File: src/rtl/adc_seq_pkg.sv
package adc_seq_pkg;
  typedef enum logic [1:0] {
    TRG_SW  = 2'b00,
    TRG_EXT = 2'b01,
    TRG_TMR = 2'b10,
    TRG_RSV = 2'b11
  } trig_mode_e;

  localparam int CYC_8_PLAIN  = 49;
  localparam int CYC_10_PLAIN = 59;
  localparam int CYC_8_SH     = 28;
  localparam int CYC_10_SH    = 33;

  function automatic logic [3:0] div_ratio(input logic [2:0] sel);
    case (sel)
      3'd0:    return 4'd1;
      3'd1:    return 4'd2;
      3'd2:    return 4'd3;
      3'd3:    return 4'd4;
      3'd4:    return 4'd6;
      default: return 4'd8;
    endcase
  endfunction

  function automatic logic [6:0] conv_budget(input logic wide, input logic sh);
    case ({wide, sh})
      2'b00:   return 7'(CYC_8_PLAIN);
      2'b10:   return 7'(CYC_10_PLAIN);
      2'b01:   return 7'(CYC_8_SH);
      default: return 7'(CYC_10_SH);
    endcase
  endfunction
endpackage

File: src/rtl/adc_clk_div.sv
module adc_clk_div #(
  parameter int SEL_W  = 3,
  parameter int DCNT_W = 3
) (
  input  logic             clk,
  input  logic             rst,
  input  logic             en,
  input  logic             clr,
  input  logic [SEL_W-1:0] sel,
  output logic             tick
);
  import adc_seq_pkg::*;

  logic [DCNT_W-1:0] dcnt_q;
  logic [3:0]        ratio;

  assign ratio = div_ratio(3'(sel));
  assign tick  = en && (dcnt_q == DCNT_W'(ratio - 4'd1));

  always_ff @(posedge clk) begin
    if (rst || clr || !en || tick) dcnt_q <= '0;
    else                           dcnt_q <= dcnt_q + 1'b1;
  end
endmodule

File: src/rtl/adc_trig_unit.sv
module adc_trig_unit (
  input  logic       clk,
  input  logic       rst,
  input  logic [1:0] mode,
  input  logic       armed,
  input  logic       sw_set,
  input  logic       ext_n,
  input  logic       tmr_evt,
  output logic       fire
);
  import adc_seq_pkg::*;

  logic sync1_q, sync2_q, ref_q;
  logic fall;

  always_ff @(posedge clk) begin
    if (rst) begin
      sync1_q <= 1'b1;
      sync2_q <= 1'b1;
      ref_q   <= 1'b1;
    end else begin
      sync1_q <= ext_n;
      sync2_q <= sync1_q;
      ref_q   <= sync2_q;
    end
  end

  assign fall = ref_q & ~sync2_q;

  always_comb begin
    case (trig_mode_e'(mode))
      TRG_EXT: fire = armed & fall;
      TRG_TMR: fire = armed & tmr_evt;
      default: fire = sw_set;
    endcase
  end
endmodule

File: src/rtl/adc_sar_core.sv
module adc_sar_core #(
  parameter int RES_W = 10,
  parameter int LO_W  = 8,
  parameter int CYC_W = 7
) (
  input  logic             clk,
  input  logic             rst,
  input  logic             launch,
  input  logic             abort,
  input  logic             tick,
  input  logic             res10,
  input  logic             sh_en,
  input  logic             cmp_in,
  input  logic             keep_going,
  output logic             busy,
  output logic [RES_W-1:0] trial,
  output logic [RES_W-1:0] result,
  output logic             done,
  output logic             finish
);
  import adc_seq_pkg::*;

  localparam logic [RES_W-1:0] FIRST_W = {1'b1, {(RES_W-1){1'b0}}};
  localparam logic [RES_W-1:0] FIRST_N = {{(RES_W-LO_W){1'b0}}, 1'b1, {(LO_W-1){1'b0}}};

  logic             busy_q, res_q, sh_q, done_q;
  logic [CYC_W-1:0] cyc_q, total, nbits, samp, bidx;
  logic [RES_W-1:0] trial_q, result_q, next_trial;
  logic             decide, last;

  assign total  = CYC_W'(conv_budget(res_q, sh_q));
  assign nbits  = res_q ? CYC_W'(RES_W) : CYC_W'(LO_W);
  assign samp   = total - nbits;
  assign decide = (cyc_q >= samp);
  assign bidx   = nbits - CYC_W'(1) - (cyc_q - samp);
  assign last   = (cyc_q == total - CYC_W'(1));
  assign finish = busy_q && tick && last && !launch && !abort;

  always_comb begin
    next_trial = trial_q;
    if (decide) begin
      for (int i = 0; i < RES_W; i++) begin
        if (CYC_W'(i) == bidx)          next_trial[i] = trial_q[i] & cmp_in;
        else if (CYC_W'(i + 1) == bidx) next_trial[i] = 1'b1;
      end
    end
  end

  always_ff @(posedge clk) begin
    if (rst) begin
      busy_q   <= 1'b0;
      res_q    <= 1'b0;
      sh_q     <= 1'b0;
      done_q   <= 1'b0;
      cyc_q    <= '0;
      trial_q  <= '0;
      result_q <= '0;
    end else begin
      done_q <= 1'b0;
      if (abort) begin
        busy_q  <= 1'b0;
        cyc_q   <= '0;
        trial_q <= '0;
      end else if (launch) begin
        busy_q  <= 1'b1;
        res_q   <= res10;
        sh_q    <= sh_en;
        cyc_q   <= '0;
        trial_q <= res10 ? FIRST_W : FIRST_N;
      end else if (busy_q && tick) begin
        if (last) begin
          result_q <= next_trial;
          done_q   <= 1'b1;
          cyc_q    <= '0;
          if (keep_going) begin
            trial_q <= res_q ? FIRST_W : FIRST_N;
          end else begin
            busy_q  <= 1'b0;
            trial_q <= '0;
          end
        end else begin
          trial_q <= next_trial;
          cyc_q   <= cyc_q + 1'b1;
        end
      end
    end
  end

  assign busy   = busy_q;
  assign trial  = trial_q;
  assign result = result_q;
  assign done   = done_q;
endmodule

File: src/rtl/adc_sar_sequencer.sv
module adc_sar_sequencer #(
  parameter int RES_W = 10,
  parameter int LO_W  = 8,
  parameter int SEL_W = 3
) (
  input  logic             clk,
  input  logic             rst,
  input  logic [SEL_W-1:0] div_sel,
  input  logic             res_10b,
  input  logic             sh_enable,
  input  logic [1:0]       trig_mode,
  input  logic             repeat_en,
  input  logic             start_set,
  input  logic             start_clr,
  input  logic             ext_trig_n,
  input  logic             tmr_event,
  input  logic             cmp_in,
  output logic [RES_W-1:0] dac_code,
  output logic             busy,
  output logic             armed,
  output logic             done,
  output logic [RES_W-1:0] result
);
  localparam int CYC_W  = 7;
  localparam int DCNT_W = 3;

  logic start_q, fire, launch, tick, finish, keep_going;

  assign launch     = fire & ~start_clr;
  assign keep_going = repeat_en & start_q;

  adc_trig_unit u_trig (
    .clk     (clk),
    .rst     (rst),
    .mode    (trig_mode),
    .armed   (start_q),
    .sw_set  (start_set),
    .ext_n   (ext_trig_n),
    .tmr_evt (tmr_event),
    .fire    (fire)
  );

  adc_clk_div #(.SEL_W(SEL_W), .DCNT_W(DCNT_W)) u_div (
    .clk  (clk),
    .rst  (rst),
    .en   (busy),
    .clr  (launch),
    .sel  (div_sel),
    .tick (tick)
  );

  adc_sar_core #(.RES_W(RES_W), .LO_W(LO_W), .CYC_W(CYC_W)) u_core (
    .clk        (clk),
    .rst        (rst),
    .launch     (launch),
    .abort      (start_clr),
    .tick       (tick),
    .res10      (res_10b),
    .sh_en      (sh_enable),
    .cmp_in     (cmp_in),
    .keep_going (keep_going),
    .busy       (busy),
    .trial      (dac_code),
    .result     (result),
    .done       (done),
    .finish     (finish)
  );

  always_ff @(posedge clk) begin
    if (rst)                         start_q <= 1'b0;
    else if (start_clr)              start_q <= 1'b0;
    else if (start_set)              start_q <= 1'b1;
    else if (finish && !repeat_en)   start_q <= 1'b0;
  end

  assign armed = start_q;
endmodule

File: config.mk
export PLATFORM = sky130hd
export DESIGN_NAME = adc_sar_sequencer
export DESIGN_NICKNAME = d
export VERILOG_FILES = /design/src/rtl/adc_seq_pkg.sv /design/src/rtl/adc_clk_div.sv /design/src/rtl/adc_trig_unit.sv /design/src/rtl/adc_sar_core.sv /design/src/rtl/adc_sar_sequencer.sv
export SDC_FILE = /design/constraint.sdc
export NUM_CORES = 1
export LEC_CHECK = 0
export CAP_MARGIN = 40
export CELL_PAD_IN_SITES_DETAIL_PLACEMENT = 0
export CELL_PAD_IN_SITES_GLOBAL_PLACEMENT = 2
export CORE_MARGIN = 2
export CORE_UTILIZATION = 34
export DETAILED_ROUTE_END_ITERATION = 16
export PLACE_DENSITY = 0.93
export SETUP_SLACK_MARGIN = 0.3
export SYNTH_ARGS = -nofsm -noshare
export SYNTH_HDL_FRONTEND = slang
export SYNTH_SLANG_ARGS = --single-unit
File: constraint.sdc
create_clock -name clk -period 10.2 [get_ports clk]
set_clock_uncertainty 0.1 [all_clocks]
set_input_delay 2.04 -clock clk [delete_from_list [all_inputs] [get_ports clk]]
set_output_delay 2.04 -clock clk [all_outputs]
set_load 0.01 [all_outputs]
==> results.yml <==
run_status:
  status: "completed"
clock_tree:
  clk_path_buf_depth: 2
  cts_made_buffers: 5
  post_cts_resized: 0
  worstSkewPairLatency_ns: 0.29
  holdBufCountCts: 0
  cts_max_level: 2
  path_clk_slew_ns: 0.08
  cts_root_buf: "clkbuf_8"
  clock_sinks: 38
  cts_tree: "yes"
  cts_setup_buffers: 0
worst_setup_path:
  critical_path.max_fanout: 13
  crit_buf_inv: 1
  crit_type: "input pin to flop"
  reg2regPathDepth: 12
  cp_cell_sequence: "clkdlybuf4s50_1 > or3b_1 > o21a_1 > ha_1 > xor2_1 > o211ai_1 > or3_4 > or2_0 > nor3_2 > nor2_1 > a311oi_1"
  worstSetupEndpointType: "flop"
  worstReg2RegEnd: "u_core.result[7]"
  slowest_delay_ns: 0.62
  crit_slowest_cell: "nor3_2"
  r2r-start: "u_core.res_q"
  worstPathArrival_ns: 5.44
  rrSetupSlack_ns: 6.24
  path_delay_family: "simple AND/OR/NAND/NOR gates"
  critPathLaunchType: "input pin"
  worstPathRequired_ns: 10.30
timing:
  finalCritPeriodShare: 0.524
  drv_slew: 0
  hold_viol: 0
  hold_ws_ns: 0.315
  tns_ns: 0
  fin_crit_ns: 5.34
  setup_viol: 0
  max_freq_ghz: 0.187
  max_slew_margin: 0.489
  rsz0062_at_grt: "no"
  worst_slew_pin_slew_ns: 0.762
pwr:
  p_per_area_nw_per_um2: 101
  ir_drop_mv: 0.0560
  p_leak_nw: 1.12
yosys:
  async_flop_share: 0
  syn_inst: 306
  synth-edff-count: 0
  ys_warn_count: 0
  synthMuxAreaShare: 0.0159
  synth_top_family_by_area: "simple AND/OR/NAND/NOR gates"
  yosys.area_share.adder: 0.143
  synthSimpleGateAreaFrac: 0.240
  synth_compound_area_frac: 0.198
  synth_area_um2: 2590
  yosysTopAreaCell: "dfxtp_1"
  synth_xor_xnor_area_share: 0.0643
  syn_avg_cell_area_um2: 8.46
  synth_seq_cells: 38
  ys.flop_type: "dfxtp_1"
  syn-num-nets: 350
  synthTopCellsByArea: "dfxtp_1 29%, ha_1 14%, o211ai_1 4.9%"
  synth.yosys.seq_area_share: 0.294
  yosysUniqueCellTypes: 55
  synth_top_area_share: 0.294
finish:
  finalInstanceArea_um2: 3130
  fillers: 740
  final_cell_count_no_fill: 441
  antenna_cells: 0
  drive_gt1_frac: 0.0731
  area_growth_pct: 20.9
  finish.net_count: 386
detailed_routing:
  drt_iter0_markers: 69
  firstDrtPassIters: 4
  drc: 0
  ant_nets: 0
  detail_route.wl_per_cell_um: 13.7
  vias_per_cell: 5.23
  vias: 2307
  routed_wl_mm: 6.04
min_path:
  hold_start: "u_trig.sync1_q"
  hold_path.class: "flop to flop"
  hold_depth: 1
  holdPathEnd: "u_trig.sync2_q"
global_route:
  grt_pass1_wl_mm: 10.1
  antenna_found_initial: 0
  grt_use_met3: 0.0266
  gr-usage-met1: 0.196
  met2_usage: 0.252
  grt_busiest_layer: "met2"
  grt_start_max_net_pins: 19
  grt_use_total: 0.150
  grt_pass1_vias: 2142
  grt-ovfl-total: 0
placed_design:
  numPortBuffers: 37
  gp_congestion: 0.813
  placed_cells: 434
  dp_hpwl_mm: 4.72
  placed_area_um2: 3050
job:
  maxCapViolations: 0
die:
  rows: 31
  start_util: 0.353
  fp.dieH_um: 91.3
  fp.dieW_um: 91.3
  core_um2: 7330
  ios: 38
  die_area_um2: 8330
-- layout make-up --
type                       count  area [um2]  area share
multi-input combinational    239        1720       0.548
sequential                    38         761       0.243
timing repair buffer          38         375       0.120
tap                           99         124      0.0396
inverter                      20        75.1      0.0240
clock buffer                   5        68.8      0.0220
clock inverter                 2        10.0     0.00320
-- stage by stage --
| stage | setup slack [ns] | power [W] | utilization |
|---|---|---|---|
| after floorplan | 5.39 | 0.000199 | - |
| after global placement | 4.50 | 0.000217 | 0.416 |
| after detailed placement | 4.53 | 0.000217 | 0.416 |
| after CTS | 4.84 | 0.000321 | 0.427 |
| after global routing | 4.50 | 0.000333 | 0.427 |
| final | 4.86 | 0.000315 | 0.427 |
-- cell families (layout without fill, tap and decap cells) --
logic type | count (synthesis) | after routing
xor gates and xnor gates | 19 | 19
muxes | 4 | 4
AOI/OAI and AO/OA | 70 | 70
DFF | 38 | 38
and+or+nand+nor | 116 | 116
buffers and inverters | 29 | 65
other | 1 | 1
adders and majority gates | 29 | 29
-- cells in the final DEF (no fill, tap or decap), types with 4 or more instances in the layout --
cell / instances
dfxtp_1: 38
nor2b_1: 5
nand2b_1: 4
nand4_1: 4
o211ai_1: 17
xnor2_1: 10
or3_1: 6
inv_1: 20
a21oi_1: 12
or2_2: 7
nor3b_1: 4
clkbuf_8: 5
a211oi_1: 6
xor2_1: 9
clkdlybuf4s50_1: 37
nor2_1: 28
ha_1: 28
nand3_1: 10
nor3_1: 10
o21ai_0: 7
nand2_1: 20
-- cell usage after synthesis (all sizes together) (4+ instances only) --
master,instances
nand3,10
a21oi,12
o21ai,9
nand2,20
dfxtp,38
xnor2,10
nand4,5
inv,20
or2,8
nor2,28
ha,28
o211ai,17
or3,8
clkbuf,6
xor2,9
nor2b,5
a211oi,6
nor3b,4
nand2b,4
nor3,11
-- flip-flops by register name, summed over array words and instances, names as in the netlist, 3 cells and up --
name and count:
u_core.trial 10, u_core.result 10, u_div.dcnt_q 3, u_core.cyc_q 7
-- power breakdown --
| group | internal [W] | switching (W) | leakage [nW] |
|---|---|---|---|
| Combinational | 0.0000276 | 0.0000344 | 0.770 |
| Clock | 0.0000460 | 0.0000553 | 0.0438 |
| Sequential | 0.000150 | 0.00000200 | 0.307 |
| Total | 0.000223 | 0.0000917 | 1.12 |
-- worst max path at each step --
| stage | cells after the start | slack, ns | to | start |
|---|---|---|---|---|
| after floorplan | 12 | 5.39 | u_core.result[9] | div_sel[0] |
| after global placement | 11 | 4.50 | u_core.trial[2] | div_sel[2] |
| after detailed placement | 11 | 4.53 | u_core.result[4] | div_sel[2] |
| after CTS | 11 | 4.84 | u_core.result[4] | div_sel[2] |
| after global routing | 11 | 4.50 | u_core.result[7] | div_sel[2] |
| final | 11 | 4.86 | u_core.result[7] | div_sel[2] |
-- routing by layer --
| metal | part of all wire | vias to the layer above |
|---|---|---|
| li1 | - | 1174 |
| met1 | 0.49 | 1073 |
| met2 | 0.46 | 51 |
| met3 | 0.036 | 9 |
| met4 | 0.017 | 0 |
| met5 | 0 | - |
Power figures use the tool's default switching activity.
